## config.mk

```make
export PLATFORM = sky130hd
export DESIGN_NAME = idx_wdt_top
export DESIGN_NICKNAME = d
export VERILOG_FILES = /design/src/rtl/wdt_pkg.sv /design/src/rtl/wdt_regbank.sv /design/src/rtl/wdt_counter.sv /design/src/rtl/wdt_expiry.sv /design/src/rtl/idx_wdt_top.sv
export SDC_FILE = /design/constraint.sdc
export NUM_CORES = 1
export LEC_CHECK = 0
export ABC_AREA = 0
export ABC_CLOCK_PERIOD_IN_PS = 6000
export BUFFER_PORTS_ARGS = -buffer_cell sky130_fd_sc_hd__buf_2
export CAP_MARGIN = 15
export CORE_ASPECT_RATIO = 1.75
export CORE_UTILIZATION = 45
export CTS_CLUSTER_SIZE = 8
export DETAILED_ROUTE_END_ITERATION = 7
export HOLD_SLACK_MARGIN = 0.1
export PLACE_DENSITY = 0.61
export SLEW_MARGIN = 20
export SYNTH_ARGS = -nofsm -noshare
export SYNTH_HDL_FRONTEND = slang
export SYNTH_SLANG_ARGS = --single-unit
```

## constraint.sdc

```tcl
create_clock -name clk -period 6 [get_ports clk]
set_clock_uncertainty 0.1 [all_clocks]
set_input_delay 0.6 -clock clk [delete_from_list [all_inputs] [get_ports clk]]
set_output_delay 0.6 -clock clk [all_outputs]
set_load 0.01 [all_outputs]
```

## src/rtl/wdt_pkg.sv

```systemverilog
package wdt_pkg;
  localparam logic [7:0] IX_CTRL  = 8'h37;
  localparam logic [7:0] IX_SSEL  = 8'h38;
  localparam logic [7:0] IX_TMO0  = 8'h39;
  localparam logic [7:0] IX_SVC   = 8'h3C;
  localparam int         BIT_RUN    = 6;
  localparam int         BIT_RELOAD = 6;
  localparam int         BIT_FIRED  = 7;
  localparam logic [3:0] CODE_NMI = 4'hC;
  localparam logic [3:0] CODE_RST = 4'hD;

  typedef enum logic [1:0] {ACT_NONE, ACT_NMI, ACT_RST} act_e;

  function automatic act_e decode_action(input logic [3:0] code);
    case (code)
      CODE_NMI: return ACT_NMI;
      CODE_RST: return ACT_RST;
      default:  return ACT_NONE;
    endcase
  endfunction
endpackage

```

## src/rtl/wdt_regbank.sv

```systemverilog
module wdt_regbank
  import wdt_pkg::*;
#(
  parameter int CNT_W = 24
) (
  input  logic             clk,
  input  logic             rst_n,
  input  logic             win_sel,
  input  logic             win_wr,
  input  logic [7:0]       win_wdata,
  input  logic             expire_evt,
  output logic [7:0]       win_rdata,
  output logic             run_en,
  output logic [3:0]       ssel_code,
  output logic [CNT_W-1:0] tmo,
  output logic             load_req,
  output logic             fired,
  output logic             fired_clr
);
  localparam int NB = (CNT_W + 7) / 8;

  logic [7:0]      idx_q;
  logic [7:0]      tmo_b [NB];
  logic [NB*8-1:0] tmo_flat;

  wire data_wr   = win_wr & win_sel;
  wire idx_wr    = win_wr & ~win_sel;
  wire hit_ctrl  = data_wr && (idx_q == IX_CTRL);
  wire hit_ssel  = data_wr && (idx_q == IX_SSEL);
  wire hit_svc   = data_wr && (idx_q == IX_SVC);
  wire reload_pl = hit_svc && win_wdata[BIT_RELOAD];
  wire start_pl  = hit_ctrl && win_wdata[BIT_RUN] && !run_en;

  assign fired_clr = hit_svc && !win_wdata[BIT_FIRED];
  assign load_req  = start_pl || (reload_pl && run_en);

  always_ff @(posedge clk or negedge rst_n) begin
    if (!rst_n) begin
      idx_q     <= '0;
      run_en    <= 1'b0;
      ssel_code <= '0;
      fired     <= 1'b0;
    end else begin
      if (idx_wr)   idx_q     <= win_wdata;
      if (hit_ctrl) run_en    <= win_wdata[BIT_RUN];
      if (hit_ssel) ssel_code <= win_wdata[7:4];
      if (expire_evt)     fired <= 1'b1;
      else if (fired_clr) fired <= 1'b0;
    end
  end

  for (genvar k = 0; k < NB; k++) begin : g_tmo
    always_ff @(posedge clk or negedge rst_n) begin
      if (!rst_n) tmo_b[k] <= '0;
      else if (data_wr && (idx_q == IX_TMO0 + 8'(k))) tmo_b[k] <= win_wdata;
    end
    assign tmo_flat[k*8 +: 8] = tmo_b[k];
  end

  assign tmo = tmo_flat[CNT_W-1:0];

  always_comb begin
    win_rdata = 8'h00;
    if (!win_sel) begin
      win_rdata = idx_q;
    end else begin
      case (idx_q)
        IX_CTRL: win_rdata[BIT_RUN]   = run_en;
        IX_SSEL: win_rdata[7:4]       = ssel_code;
        IX_SVC:  win_rdata[BIT_FIRED] = fired;
        default: begin
          for (int k = 0; k < NB; k++)
            if (idx_q == IX_TMO0 + 8'(k)) win_rdata = tmo_b[k];
        end
      endcase
    end
  end
endmodule

```

## src/rtl/wdt_counter.sv

```systemverilog
module wdt_counter #(
  parameter int CNT_W = 24
) (
  input  logic             clk,
  input  logic             rst_n,
  input  logic             run_en,
  input  logic             tick_en,
  input  logic             load_req,
  input  logic [CNT_W-1:0] tmo,
  output logic [CNT_W-1:0] cnt,
  output logic             expire_evt
);
  function automatic logic [CNT_W-1:0] next_count(
    input logic [CNT_W-1:0] cur, input logic [CNT_W-1:0] top);
    return (cur == '0) ? top : cur - 1'b1;
  endfunction

  wire step = run_en && tick_en && !load_req;
  assign expire_evt = step && (cnt == '0);

  always_ff @(posedge clk or negedge rst_n) begin
    if (!rst_n)        cnt <= '0;
    else if (load_req) cnt <= tmo;
    else if (step)     cnt <= next_count(cnt, tmo);
  end
endmodule

```

## src/rtl/wdt_expiry.sv

```systemverilog
module wdt_expiry
  import wdt_pkg::*;
(
  input  logic       clk,
  input  logic       rst_n,
  input  logic       expire_evt,
  input  logic [3:0] ssel_code,
  output logic       nmi_o,
  output logic       rst_o
);
  act_e act;
  assign act = decode_action(ssel_code);

  always_ff @(posedge clk or negedge rst_n) begin
    if (!rst_n) begin
      nmi_o <= 1'b0;
      rst_o <= 1'b0;
    end else begin
      nmi_o <= expire_evt && (act == ACT_NMI);
      rst_o <= expire_evt && (act == ACT_RST);
    end
  end
endmodule

```

## src/rtl/idx_wdt_top.sv

```systemverilog
module idx_wdt_top #(
  parameter int CNT_W = 24
) (
  input  logic       clk,
  input  logic       rst_n,
  input  logic       win_sel,
  input  logic       win_wr,
  input  logic [7:0] win_wdata,
  output logic [7:0] win_rdata,
  input  logic       tick_en,
  output logic       nmi_o,
  output logic       rst_o
);
  logic             run_en;
  logic [3:0]       ssel_code;
  logic [CNT_W-1:0] tmo;
  logic [CNT_W-1:0] cnt;
  logic             load_req;
  logic             fired;
  logic             fired_clr;
  logic             expire_evt;

  wdt_regbank #(.CNT_W(CNT_W)) u_regs (
    .clk(clk), .rst_n(rst_n), .win_sel(win_sel), .win_wr(win_wr),
    .win_wdata(win_wdata), .expire_evt(expire_evt), .win_rdata(win_rdata),
    .run_en(run_en), .ssel_code(ssel_code), .tmo(tmo), .load_req(load_req),
    .fired(fired), .fired_clr(fired_clr)
  );

  wdt_counter #(.CNT_W(CNT_W)) u_cnt (
    .clk(clk), .rst_n(rst_n), .run_en(run_en), .tick_en(tick_en),
    .load_req(load_req), .tmo(tmo), .cnt(cnt), .expire_evt(expire_evt)
  );

  wdt_expiry u_exp (
    .clk(clk), .rst_n(rst_n), .expire_evt(expire_evt),
    .ssel_code(ssel_code), .nmi_o(nmi_o), .rst_o(rst_o)
  );
endmodule

```

# Word-level counts from Yosys, hierarchy flattened
# Cells that the tools add are included.
# W data, S select, Z words.
# totals
reg_bits	64
wordCells	63
out_inout_bits	10
# classes
bitwise_logic	3
add_sub_neg	1
n_reduce_logical	25
n_eq_ne	10
n_mux	14
# op_table
operator	count
$mux W24	3
$eq A8 B6 Y1 const B	6
$mux W8	4
$logic_not A24 Y1	1
$sub A24 B1 Y24 const B	1
$logic_and A1 B1 Y1	16
$eq A4 B4 Y1 const B	2
$pmux W2 S2	2
$pmux W1 S3	2
$mux W4	1
$reduce_bool A2 Y1	2
$logic_not A1 Y1	3
$reduce_or A3 Y1	1
$and A1 B1 Y1	2
$eq A2 B1 Y1 const B	1
$eq A2 B2 Y1 const B	1
$mux W1	2
$reduce_or A2 Y1	1
$logic_or A1 B1 Y1	1
$not A1 Y1	1

# Depth between registers and ports, before layout
# Gate-level depths: netlist of run 1.
# depth
word_depth	9
mapped_depth	8
mapped_depth_nobuf	7

# Modules after synthesis
# A second synthesis of run 1 with hierarchy kept.
# unflattened
hier_cells	360
area_unflattened_um2	3677.3
# by_module_without_submodules
mod	area_each_um2	n_inst	seq_area_each_um2	cells_per_inst
wdt_regbank	1835.5	1	950.9	151
wdt_counter	1764.2	1	600.6	204
wdt_expiry	77.6	1	50.0	5

# Least setup slack after synthesis of run 1
# Ideal clock, no wire load.
# synth_path
path_type	register to output
start	reg u_regs.idx_q[0]
end	out win_rdata[6]
path_buffers	1
path_stages_with_launch	5
required_ps	5300
path_slack_ps	3691
arrival_ps	1609
path_cell_list	dfrtp_1 buf_1 mux4_2 a22oi_1 a21oi_1
# synth_via
elab_chain_len	6
# synth_rtl
item	line	text
from (decl)	wdt_regbank.sv:22	logic [7:0] idx_q;
from (signal assigned)	wdt_regbank.sv:44	if (idx_wr) idx_q <= win_wdata;
$eq A8 B6 Y1	wdt_regbank.sv:73	if (idx_q == IX_TMO0 + 8'(k)) win_rdata = tmo_b[k];
$mux W8 (3 in series)	wdt_regbank.sv:73	
$pmux W1 S3 *	wdt_regbank.sv:67	case (idx_q)
$mux W8 *	wdt_regbank.sv:64	if (!win_sel) begin
to (decl)	idx_wdt_top.sv:9	output logic [7:0] win_rdata,
# Mark *: on every way between the ends. The rest lies on a longest branch, timed or not.

# Worst setup path after layout of run 1
# layout_path
start	reg u_regs.idx_q[1]
end	reg u_cnt.cnt[21]
# layout_via
elab_chain_len	8
# layout_rtl
item	line	text
$eq A8 B6 Y1 (on tied branches)	wdt_regbank.sv:28, wdt_regbank.sv:30	
$logic_and A1 B1 Y1 (on tied branches)	wdt_regbank.sv:28, wdt_regbank.sv:30	
$logic_and A1 B1 Y1 (on tied branches)	wdt_regbank.sv:32, wdt_regbank.sv:31	
$logic_and A1 B1 Y1 (on tied branches)	wdt_regbank.sv:32, wdt_regbank.sv:35	
$logic_or A1 B1 Y1 *	wdt_regbank.sv:35	assign load_req = start_pl || (reload_pl && run_en);
$logic_not A1 Y1	wdt_counter.sv:18	wire step = run_en && tick_en && !load_req;
$logic_and A1 B1 Y1	wdt_counter.sv:18	
$reduce_bool A2 Y1 (no source line)	-	
to (signal assigned)	wdt_counter.sv:23	else if (load_req) cnt <= tmo;
to (signal assigned)	wdt_counter.sv:24	else if (step) cnt <= next_count(cnt, tmo);
to (decl)	wdt_counter.sv:10	output logic [CNT_W-1:0] cnt,
# Marks and branches as above.
# A chain may end at the register's enable or synchronous reset.

==> results of run 1 <==
area by class of cell:
cell class / count / area share, %
multi-input cells: 258 / 47.9
flip-flops and latches: 64 / 38.1
clock buffers: 12 / 5.86
repair buffers: 23 / 2.80
well taps: 90 / 2.68
inverters: 18 / 1.61
clock inverters: 3 / 1.01
per-layer routing:
layer  up-vias  track usage [%]
met5         -                0
met3        20             4.16
met4         0             13.8
li1       1381                -
met1      1454             28.4
met2        69             41.7
sequential cells by signal, indices dropped and copies added (netlist names):
signal	cells
u_regs.run_en	1
u_regs.fired	1
u_regs.ssel_code	4
u_regs.tmo	24
u_cnt.cnt	24
u_exp.nmi_o	1
u_regs.idx_q	8
u_exp.rst_o	1
final timing paths:
check	from	endpoint	depth (start not counted)
setup / recovery	u_regs.idx_q[1]	u_cnt.cnt[21]	5
hold / removal	rst_n	u_cnt.cnt[5]	2
setup reg to reg	u_regs.idx_q[1]	u_cnt.cnt[21]	5
hold reg to reg	u_regs.ssel_code[0]	u_exp.nmi_o	1
max in group asynchronous	rst_n	u_cnt.cnt[2]	2
min in group clk	u_regs.ssel_code[0]	u_exp.nmi_o	1
Yosys cell counts (2+ instances only):
cell type / count / share of area, %
inv_1: 18 / 1.8
ha_1: 2 / 0.66
and2_1: 5 / 0.83
a211o_1: 2 / 0.47
and4bb_1: 2 / 0.66
o21ai_0: 24 / 3.2
a21oi_1: 8 / 1.1
dfrtp_1: 64 / 43
nand2_1: 27 / 2.7
nor2_1: 11 / 1.1
nand3_1: 25 / 3.3
nor3_1: 9 / 1.2
clkbuf_1: 5 / 0.50
nor2b_1: 3 / 0.50
a2bb2oi_1: 4 / 0.93
a22oi_1: 8 / 1.6
mux2_1: 16 / 4.8
nand4b_1: 2 / 0.47
nor3_2: 2 / 0.53
buf_2: 6 / 0.80
o21ai_1: 11 / 1.5
o211ai_1: 7 / 1.4
mux4_2: 3 / 1.8
and3_1: 4 / 0.66
nor4b_1: 2 / 0.47
nor4_4: 3 / 1.7
nor4_1: 3 / 0.50
or3_1: 5 / 0.83
o41ai_4: 3 / 2.2
mux2i_1: 14 / 3.7
buf_6: 2 / 0.60
mux2_2: 16 / 4.8
and4_1: 3 / 0.70
a221o_1: 2 / 0.53
nor2_2: 2 / 0.33
o22a_1: 2 / 0.47
nand4_1: 2 / 0.33
nand3b_1: 2 / 0.40
buf_1: 3 / 0.30
or4_1: 3 / 0.60
nor3_4: 2 / 0.86
placed cells by master (no fill, tap or decap), types with 2 or more instances in the layout:
cell and instances:
dfrtp_1 64, nand2_1 27, nand3_1 25, o21ai_0 24
buf_2 22, inv_1 18, mux2_2 16, mux2_1 16
mux2i_1 14, o21ai_1 11, nor2_1 10, nor3_1 9
clkbuf_16 9, a22oi_1 8, a21oi_1 8, o211ai_1 7
and2_1 5, or3_1 5, and3_1 4, a2bb2oi_1 4
and4_1 3, mux4_2 3, nor2b_1 3, nor4_4 3
or4_1 3, nor4_1 3, nor2_2 3, o41ai_4 3
nor3_2 2, nand3b_1 2, and4bb_1 2, nor3_4 2
nand4b_1 2, nand4_1 2, o22a_1 2, nor4b_1 2
a211o_1 2, a221o_1 2, ha_1 2, clkbuf_1 2
per-stage QoR:
| step | cells | power [mW] |
|---|---|---|
| 2_1_floorplan | 356 | 0.584 |
| 3_3_place_gp | 453 | 0.633 |
| 3_5_place_dp | 453 | 0.637 |
| 4_1_cts | 468 | 1.15 |
| 5_1_grt | 468 | 1.18 |
| 6_report | 468 | 1.14 |
power groups by stage:
stage | sequential [mW] | clock (mW) | combinational, mW
2_1_floorplan | 0.491 | 0 | 0.0926
3_3_place_gp | 0.513 | 0 | 0.120
3_5_place_dp | 0.515 | 0 | 0.122
4_1_cts | 0.508 | 0.518 | 0.123
5_1_grt | 0.512 | 0.535 | 0.136
6_report | 0.508 | 0.511 | 0.121
logic make-up (layout without fill, tap and decap cells):
logic type | count (synthesis) | count (layout)
muxes | 50 | 50
AOI/OAI and AO/OA | 81 | 81
and+or+nand+nor | 125 | 125
adders and majority gates | 2 | 2
buffers and inverters | 34 | 56
DFF | 64 | 64
==> impl_metrics.yaml, run 1 <==
run_status:
  status: "complete, no violations"
routing:
  wl_met3_um: 277
  vias: 2924
  ant_nets: 0
  post_drt_via_cell_ratio: 6.25
  route.met2.wl_um: 5170
  wl_um: 9730
  wl_met1_um: 3980
  wl_per_cell_um: 20.8
  top_layer: "met4"
  drtIter0Drc: 192
  dr.pass1.iters: 6
  drc: 0
global_route:
  overflow: 0
  antenna_found_initial: 0
  grt_first_pass_wirelength_um: 15500
  grt_max_degree: 65
  grt_pass1_vias: 2885
  grtUsageTotal_pct: 24.2
timing:
  fin_crit_ns: 3.16
  post-route-period-util_pct: 52.7
  worst_hold_slack_ns: 0.336
  hold_viol_final: 0
  worst_pin_slew_ns: 1.03
  finalSetupTns_ns: 0
  maxSlewHeadroom_pct: 31.0
  rsz0062_at_grt: "false"
  finalSetupViolCount: 0
  maxSlewViolCount: 0
  fmax_mhz: 316
  finalWorstSetupSlack_ns: 2.84
place:
  routabilityCongestion: 0.846
  dpl_cell_area_sq_um: 3910
  hpwl_um: 7100
  io_buffer_count: 22
  dpl_worst_slack_ns: 2.85
synth:
  netlist-cell-type-count: 60
  synth_area_sq_um: 3760
  synth-compound-area-share_pct: 16.2
  synth.mux.area_fraction_pct: 15.5
  synth-main-ff-cell: "dfrtp_1"
  synthAdderAreaFrac_pct: 0.665
  syn_nets: 371
  ys_seq_elements: 64
  synth_top_family_by_area: "simple AND/OR/NAND/NOR gates"
  syn_inst: 356
  synth_xor_area_share_pct: 0
  yosys.area_share.simple_pct: 21.1
  ys_warn_count: 0
  async_reset_ff_share_pct: 100
  synth_edf_count: 0
  synth_area_per_cell_sq_um: 10.6
  seq_area_frac_synth_pct: 42.6
clock_tree:
  ctsHtreeMaxLevel: 3
  cts-root-buf: "clkbuf_16"
  cts_tree: "done"
  hold_buffers: 0
  insertion_delay_ns: 0.33
  post_cts_buffers: 0
  cts_max_path_buffers: 2
  cts_made_buffers: 9
  cts.sinks: 64
  post_cts_resized: 0
  clk_pin_slew_ns: 0.05
critical_path:
  r2r_slack_ns: 2.84
  path_max_fanout: 18
  cp_slowest_cell: "o41a_1"
  start_kind: "register"
  setup.worst_path.class: "register to register"
  critPathArrivalTime_ns: 3.28
  cp_cell_sequence: "and4bb_1 > o2111ai_4 > o41a_1 > nor2_2 > a221o_1"
  critPathRequiredTime_ns: 6.11
  cpPeakStageDelay_ns: 0.84
  critical_path.top_delay_family: "compound AO/OA/AOI/OAI gates"
  endpoint_kind: "register"
  crit_buf_inv: 0
die:
  die_h_um: 123
  design.die.area_sq_um: 8750
  die_w_um: 71.1
  start_util_pct: 46.9
  core_region_area_sq_um: 8020
  pin_count: 23
  rows: 43
power_and_ir_drop:
  max-vdd-ir-drop_mv: 0.183
  power_leakage_nw: 1.95
  p_clk_share_pct: 44.8
  p_per_area_nw_per_um2: 271
  pwr-share-comb_pct: 10.6
  internal_power_mw: 0.838
  p_sw_mw: 0.302
  switching_share_pct: 26.5
  seqPwrFrac_pct: 44.6
final_layout:
  final_layout_size_suffix_gt1_share_pct: 20.1
  finalNetCount: 389
  seqCellArea_sq_um: 1600
  multi_input_area_sq_um: 2010
  syn2layout_area_growth_pct: 11.7
  diodes: 0
  fillers: 695
  final_cell_area_sq_um: 4200
  utilization_pct: 52.4
flow_run:
  max_cap_violations: 0
min_path:
  hold_class: "input pin to async pin"
No activity file was read; power rests on OpenSTA's default activity.
==> run 2, diff against run 1 <==
--- a/config.mk
+++ b/config.mk
@@ -6,7 +6,7 @@
 export NUM_CORES = 1
 export LEC_CHECK = 0
 export ABC_AREA = 0
-export ABC_CLOCK_PERIOD_IN_PS = 6000
+export ABC_CLOCK_PERIOD_IN_PS = 2800
 export BUFFER_PORTS_ARGS = -buffer_cell sky130_fd_sc_hd__buf_2
 export CAP_MARGIN = 15
 export CORE_ASPECT_RATIO = 1.75
@@ -14,7 +14,7 @@
 export CTS_CLUSTER_SIZE = 8
 export DETAILED_ROUTE_END_ITERATION = 7
 export HOLD_SLACK_MARGIN = 0.1
-export PLACE_DENSITY = 0.61
+export PLACE_DENSITY = 0.63
 export SLEW_MARGIN = 20
 export SYNTH_ARGS = -nofsm -noshare
 export SYNTH_HDL_FRONTEND = slang
==> constraint.sdc (replaced) <==
create_clock -name clk -period 2.8 [get_ports clk]
set_clock_uncertainty 0.1 [all_clocks]
set_input_delay 0.28 -clock clk [delete_from_list [all_inputs] [get_ports clk]]
set_output_delay 0.28 -clock clk [all_outputs]
set_load 0.01 [all_outputs]
==> run 2 against run 1 <==
  * Cell count up 4.9%
  * Critical path depth is 2 higher
  * Largest power group unchanged
  * Worst hold slack got worse by 0.22 ns
  * Critical endpoint is now win_rdata[7]
==> impl_metrics.yaml, run 2 (synthesized netlist as in run 1, its figures left out) <==
place:
  hpwl_um: 7740
  io_buffer_count: 22
  routabilityCongestion: 0.918
  place_inst: 473
global_route:
  overflow: 0
  grt_first_pass_wirelength_um: 16900
  grt_pass1_vias: 3300
  antenna_found_initial: 0
  grt_max_degree: 30
  grtUsageTotal_pct: 25.8
timing:
  rsz0062_at_grt: "false"
  finalSetupViolCount: 0
  maxSlewHeadroom_pct: 57.1
  fmax_mhz: 393
  hold_viol_final: 0
  fin_crit_ns: 2.55
  maxSlewViolCount: 0
  post-route-period-util_pct: 91.0
  worst_pin_slew_ns: 0.643
  finalSetupTns_ns: 0
final_layout:
  syn2layout_area_growth_pct: 17.0
  final_cell_mix: "dfrtp_1, nand2_1, nand3_1"
  final_layout_size_suffix_gt1_share_pct: 24.4
  finalNonFillerCells: 491
  utilization_pct: 54.9
  finalNetCount: 411
  final_common_cell: "dfrtp_1"
  diodes: 0
die:
  pin_count: 23
  start_util_pct: 46.9
  design.die.area_sq_um: 8750
  rows: 43
  die_h_um: 123
  die_w_um: 71.1
  core_region_area_sq_um: 8020
critical_path:
  critPathArrivalTime_ns: 2.17
  path_common_cell: "o21ai_0"
  critPathRequiredTime_ns: 2.42
  cp_slowest_cell: "nor2b_1"
  start_kind: "register"
  setup.worst_path.class: "register to output port"
  cpPeakStageDelay_ns: 0.44
  endpoint_kind: "output port"
  cp_cell_sequence: "buf_4 > nor2b_1 > a222oi_1 > o21ai_0 > nand3_1 > o21ai_0 > buf_2"
  path_max_fanout: 9
clock_tree:
  post_cts_buffers: 0
  cts_max_path_buffers: 2
  cts_made_buffers: 9
  hold_buffers: 2
  cts_tree: "done"
  cts.sinks: 64
  ctsHtreeMaxLevel: 3
  insertion_delay_ns: 0.34
  clk_pin_slew_ns: 0.05
  cts-root-buf: "clkbuf_16"
  post_cts_resized: 0
routing:
  post_drt_via_cell_ratio: 6.26
  wl_um: 10300
  dr.pass1.iters: 4
  vias: 3073
  drtIter0Drc: 176
  drc: 0
  wl_per_cell_um: 21.0
  ant_nets: 0
flow_run:
  max_cap_violations: 0
min_path:
  hold_class: "input pin to register"
run_status:
  status: "complete, no violations"
power_and_ir_drop:
  power_leakage_nw: 2.07
  max-vdd-ir-drop_mv: 0.475
  power.total_mw: 2.57
  p_per_area_nw_per_um2: 585
[run 2: critical path: cells and delay by family, from the launching register on]
kind | cells | cell delay, ns
and+or+nand+nor | 2 | 0.54
DFF | 1 | 0.43
AOI/OAI and AO/OA | 3 | 0.47
buffers and inverters | 2 | 0.39
[run 2: path summary, 6_finish.rpt]
path	from	end	depth (start not counted)	slack [ns]
min in group asynchronous	rst_n	u_regs.ssel_code[1]	2	0.42
max reg2reg	u_cnt.cnt[8]	u_cnt.cnt[21]	6	0.34
max	u_regs.idx_q[1]	win_rdata[7]	7	0.25
min	win_wdata[0]	u_regs.idx_q[0]	3	0.12
min reg2reg	u_regs.ssel_code[0]	u_exp.nmi_o	1	0.38
max in group asynchronous	rst_n	u_regs.tmo[16]	3	1.37
[run 2: per-stage QoR]
stage | instance area (sq um) | hold slack (ns) | worst slack [ns]
6_report | 4400 | 0.116 | 0.253
3_5_place_dp | 4060 | 0.245 | 0.384
5_1_grt | 4400 | 0.126 | 0.0957
4_1_cts | 4400 | 0.105 | 0.250
2_1_floorplan | 3760 | -0.116 | 0.616
3_3_place_gp | 4060 | 0.234 | 0.424
[run 2: final cells by class]
type / instances / area [sq um]
Clock buffer: 9 / 225
Tap cell: 90 / 113
Sequential cell: 64 / 1600
Fill cell: 690 / 3610
Timing Repair Buffer: 45 / 288
Inverter: 18 / 67.6
Multi-Input combinational cell: 258 / 2010
Clock inverter: 7 / 96.3
[run 2: where the power goes]
group          internal, mW  switching [mW]  leakage [nW]
Clock                 0.778           0.428         0.148
Combinational         0.120           0.175          1.09
Sequential            0.985          0.0893         0.836
Total                  1.88           0.692          2.07
[run 2: layer usage]
layer  wire length [um]  share of wire (%)  vias to the layer above  global-route usage [%]
li1                   -                  -                     1432                       -
met1               3870                 38                     1528                    27.9
met2               5600                 54                       74                    46.5
met3                314                3.0                       39                    4.89
met4                523                5.1                        0                    15.3
met5                  0                  0                        -                       0
==> run 3, diff against run 2 <==
--- a/config.mk
+++ b/config.mk
@@ -5,7 +5,7 @@
 export SDC_FILE = /design/constraint.sdc
 export NUM_CORES = 1
 export LEC_CHECK = 0
-export ABC_AREA = 0
+export ABC_AREA = 1
 export ABC_CLOCK_PERIOD_IN_PS = 2800
 export BUFFER_PORTS_ARGS = -buffer_cell sky130_fd_sc_hd__buf_2
 export CAP_MARGIN = 15
==> run 3 against run 2 <==
  * Synthesized cell count increased by 56%
  * Worst hold slack got worse by 0.00091 ns
  * Critical endpoint is now win_rdata[1]
  * Cell count increased by 42%
  * Sequential cell count unchanged
  * Largest cell class unchanged
  * Largest power group unchanged
==> impl_metrics.yaml, run 3 <==
synth:
  synth_area_per_cell_sq_um: 6.99
  syn_inst: 556
  ys_seq_elements: 64
  netlist.top_cell.by_area: "dfrtp_1"
  yosys-top-cells-count: "nand2_1, inv_1, dfrtp_1, nand3_1, nor2_1"
  synth_area_sq_um: 3890
  synthTopCellsByArea: "dfrtp_1, nand2_1, inv_1"
  synth_edf_count: 0
  syn_nets: 571
  netlist-cell-type-count: 29
  synth_top_area_share_pct: 41.2
  synth.most_common_cell: "nand2_1"
  synth-main-ff-cell: "dfrtp_1"
  seq_area_frac_synth_pct: 41.2
  async_reset_ff_share_pct: 100
  ys_warn_count: 0
routing:
  vias: 3427
  drtIter0Drc: 179
  dr.pass1.iters: 4
  wl_um: 10100
  wl_per_cell_um: 14.5
  drc: 0
  post_drt_via_cell_ratio: 4.91
  ant_nets: 0
clock_tree:
  cts-root-buf: "clkbuf_16"
  insertion_delay_ns: 0.33
  cts_max_path_buffers: 2
  clk_pin_slew_ns: 0.05
  ctsHtreeMaxLevel: 3
  post_cts_resized: 0
  cts_made_buffers: 9
  post_cts_buffers: 0
  cts_tree: "done"
  cts.sinks: 64
global_route:
  overflow: 0
  grtUsageTotal_pct: 24.8
  grt_max_degree: 34
  grt_use_met2_pct: 46.1
  met3_usage_pct: 3.06
  grt_use_met1_pct: 26.5
  grt_busiest_layer: "met2"
  grt_first_pass_wirelength_um: 17100
  antenna_found_initial: 0
  grt_pass1_vias: 3581
timing:
  hold_viol_final: 0
  maxSlewHeadroom_pct: 45.9
  worst_pin_slew_ns: 0.812
  finalSetupTns_ns: 0
  post-route-period-util_pct: 86.3
  maxSlewViolCount: 0
  finalSetupViolCount: 0
  fmax_mhz: 414
  rsz0062_at_grt: "false"
  fin_crit_ns: 2.42
final_layout:
  finalNetCount: 593
  final_cell_mix: "nand2_1, inv_1, dfrtp_1"
  fillers: 838
  finalNonFillerCells: 698
  final_layout_size_suffix_gt1_share_pct: 11.0
  syn2layout_area_growth_pct: 12.7
  final_common_cell: "nand2_1"
  diodes: 0
power_and_ir_drop:
  p_per_area_nw_per_um2: 652
  max-vdd-ir-drop_mv: 0.416
  power_leakage_nw: 2.47
die:
  die_w_um: 72.3
  pin_count: 23
  design.die.area_sq_um: 9030
  core_region_area_sq_um: 8310
  rows: 44
  die_h_um: 125
  start_util_pct: 46.8
critical_path:
  critPathRequiredTime_ns: 2.42
  endpoint_kind: "output port"
  start_kind: "register"
  critPathArrivalTime_ns: 2.04
  setup.worst_path.class: "register to output port"
  path_max_fanout: 6
place:
  io_buffer_count: 22
  hpwl_um: 7560
  place_inst: 681
  routabilityCongestion: 0.922
min_path:
  hold_class: "input pin to register"
flow_run:
  max_cap_violations: 0
run_status:
  status: "complete, no violations"
run 3: cell count changes in the layout (fill, tap and decap cells not counted), sizes merged, moves of 12 or more:
| cell | delta |
|---|---|
| mux2i | -14 |
| mux2 | -33 |
| buf | -20 |
| inv | +58 |
| o21ai | +12 |
| nand2 | +199 |
| nand3 | +16 |
| nor2 | +35 |
run 3: metal layers:
| metal | share of wire (%) | wire length (um) |
|---|---|---|
| met1 | 38 | 3850 |
| met2 | 55 | 5540 |
| met3 | 2.9 | 291 |
| met4 | 4.1 | 413 |
| met5 | 0 | 0 |
run 3: area by class of cell:
type                       count  area (sq um)  area share [%]
multi-input combinational    402          1880            42.9
sequential                    64          1600            36.5
inverter                      77           294            6.71
clock buffer                  11           243            5.54
tap                          115           144            3.28
timing repair buffer          24           140            3.20
clock inverter                 5          80.1            1.83
run 3: what timing repair did:
action / 4_1_cts / 5_1_grt
hold endpoints to repair: 31 / 0
endpoints found under the setup margin: 0 / 0
hold buffers: 1 / 0
run 3: metrics by stage:
step	setup slack, ns	util (%)	hold WS [ns]	cell area [sq um]	total power, mW
finish	0.384	52.7	0.115	4380	2.86
global route	0.218	52.7	0.149	4380	3.02
CTS	0.382	52.7	0.111	4380	2.88
detailed placement	0.708	48.7	0.318	4050	1.66
global placement	0.714	48.7	0.311	4050	1.66
floorplan	1.07	-	-0.116	3890	1.54
run 3: final timing paths:
path / depth (start not counted) / slack [ns] / startpoint / to
max: 8 / 0.38 / u_regs.idx_q[6] / win_rdata[1]
min: 3 / 0.11 / win_wdata[7] / u_regs.fired
max reg2reg: 11 / 0.70 / u_cnt.cnt[0] / u_cnt.cnt[22]
min reg2reg: 1 / 0.36 / u_regs.ssel_code[0] / u_exp.nmi_o
max in group asynchronous: 3 / 1.44 / rst_n / u_regs.tmo[23]
min in group asynchronous: 2 / 0.49 / rst_n / u_cnt.cnt[11]
run 3: cells by family after synthesis:
group | synth area share, %
xor+xnor | 2.93
fa+ha+maj | 0.643
flops | 41.2
buf+inv | 10.5
simple gates | 37.3
compound gates | 7.46
run 3: power by group:
group / internal (mW) / switching [mW]
sequential: 0.968 / 0.0407
clock: 0.802 / 0.407
combinational: 0.196 / 0.446
total: 1.97 / 0.894
run 3: worst max-delay path: stages (launching register included):
cell and delay (ns):
dfrtp_1 0.40, inv_1 0.09, nand2_1 0.05, nor2_1 0.17
nand3_1 0.29, o211ai_1 0.29, nand2_1 0.08, o21ai_0 0.14
buf_2 0.20
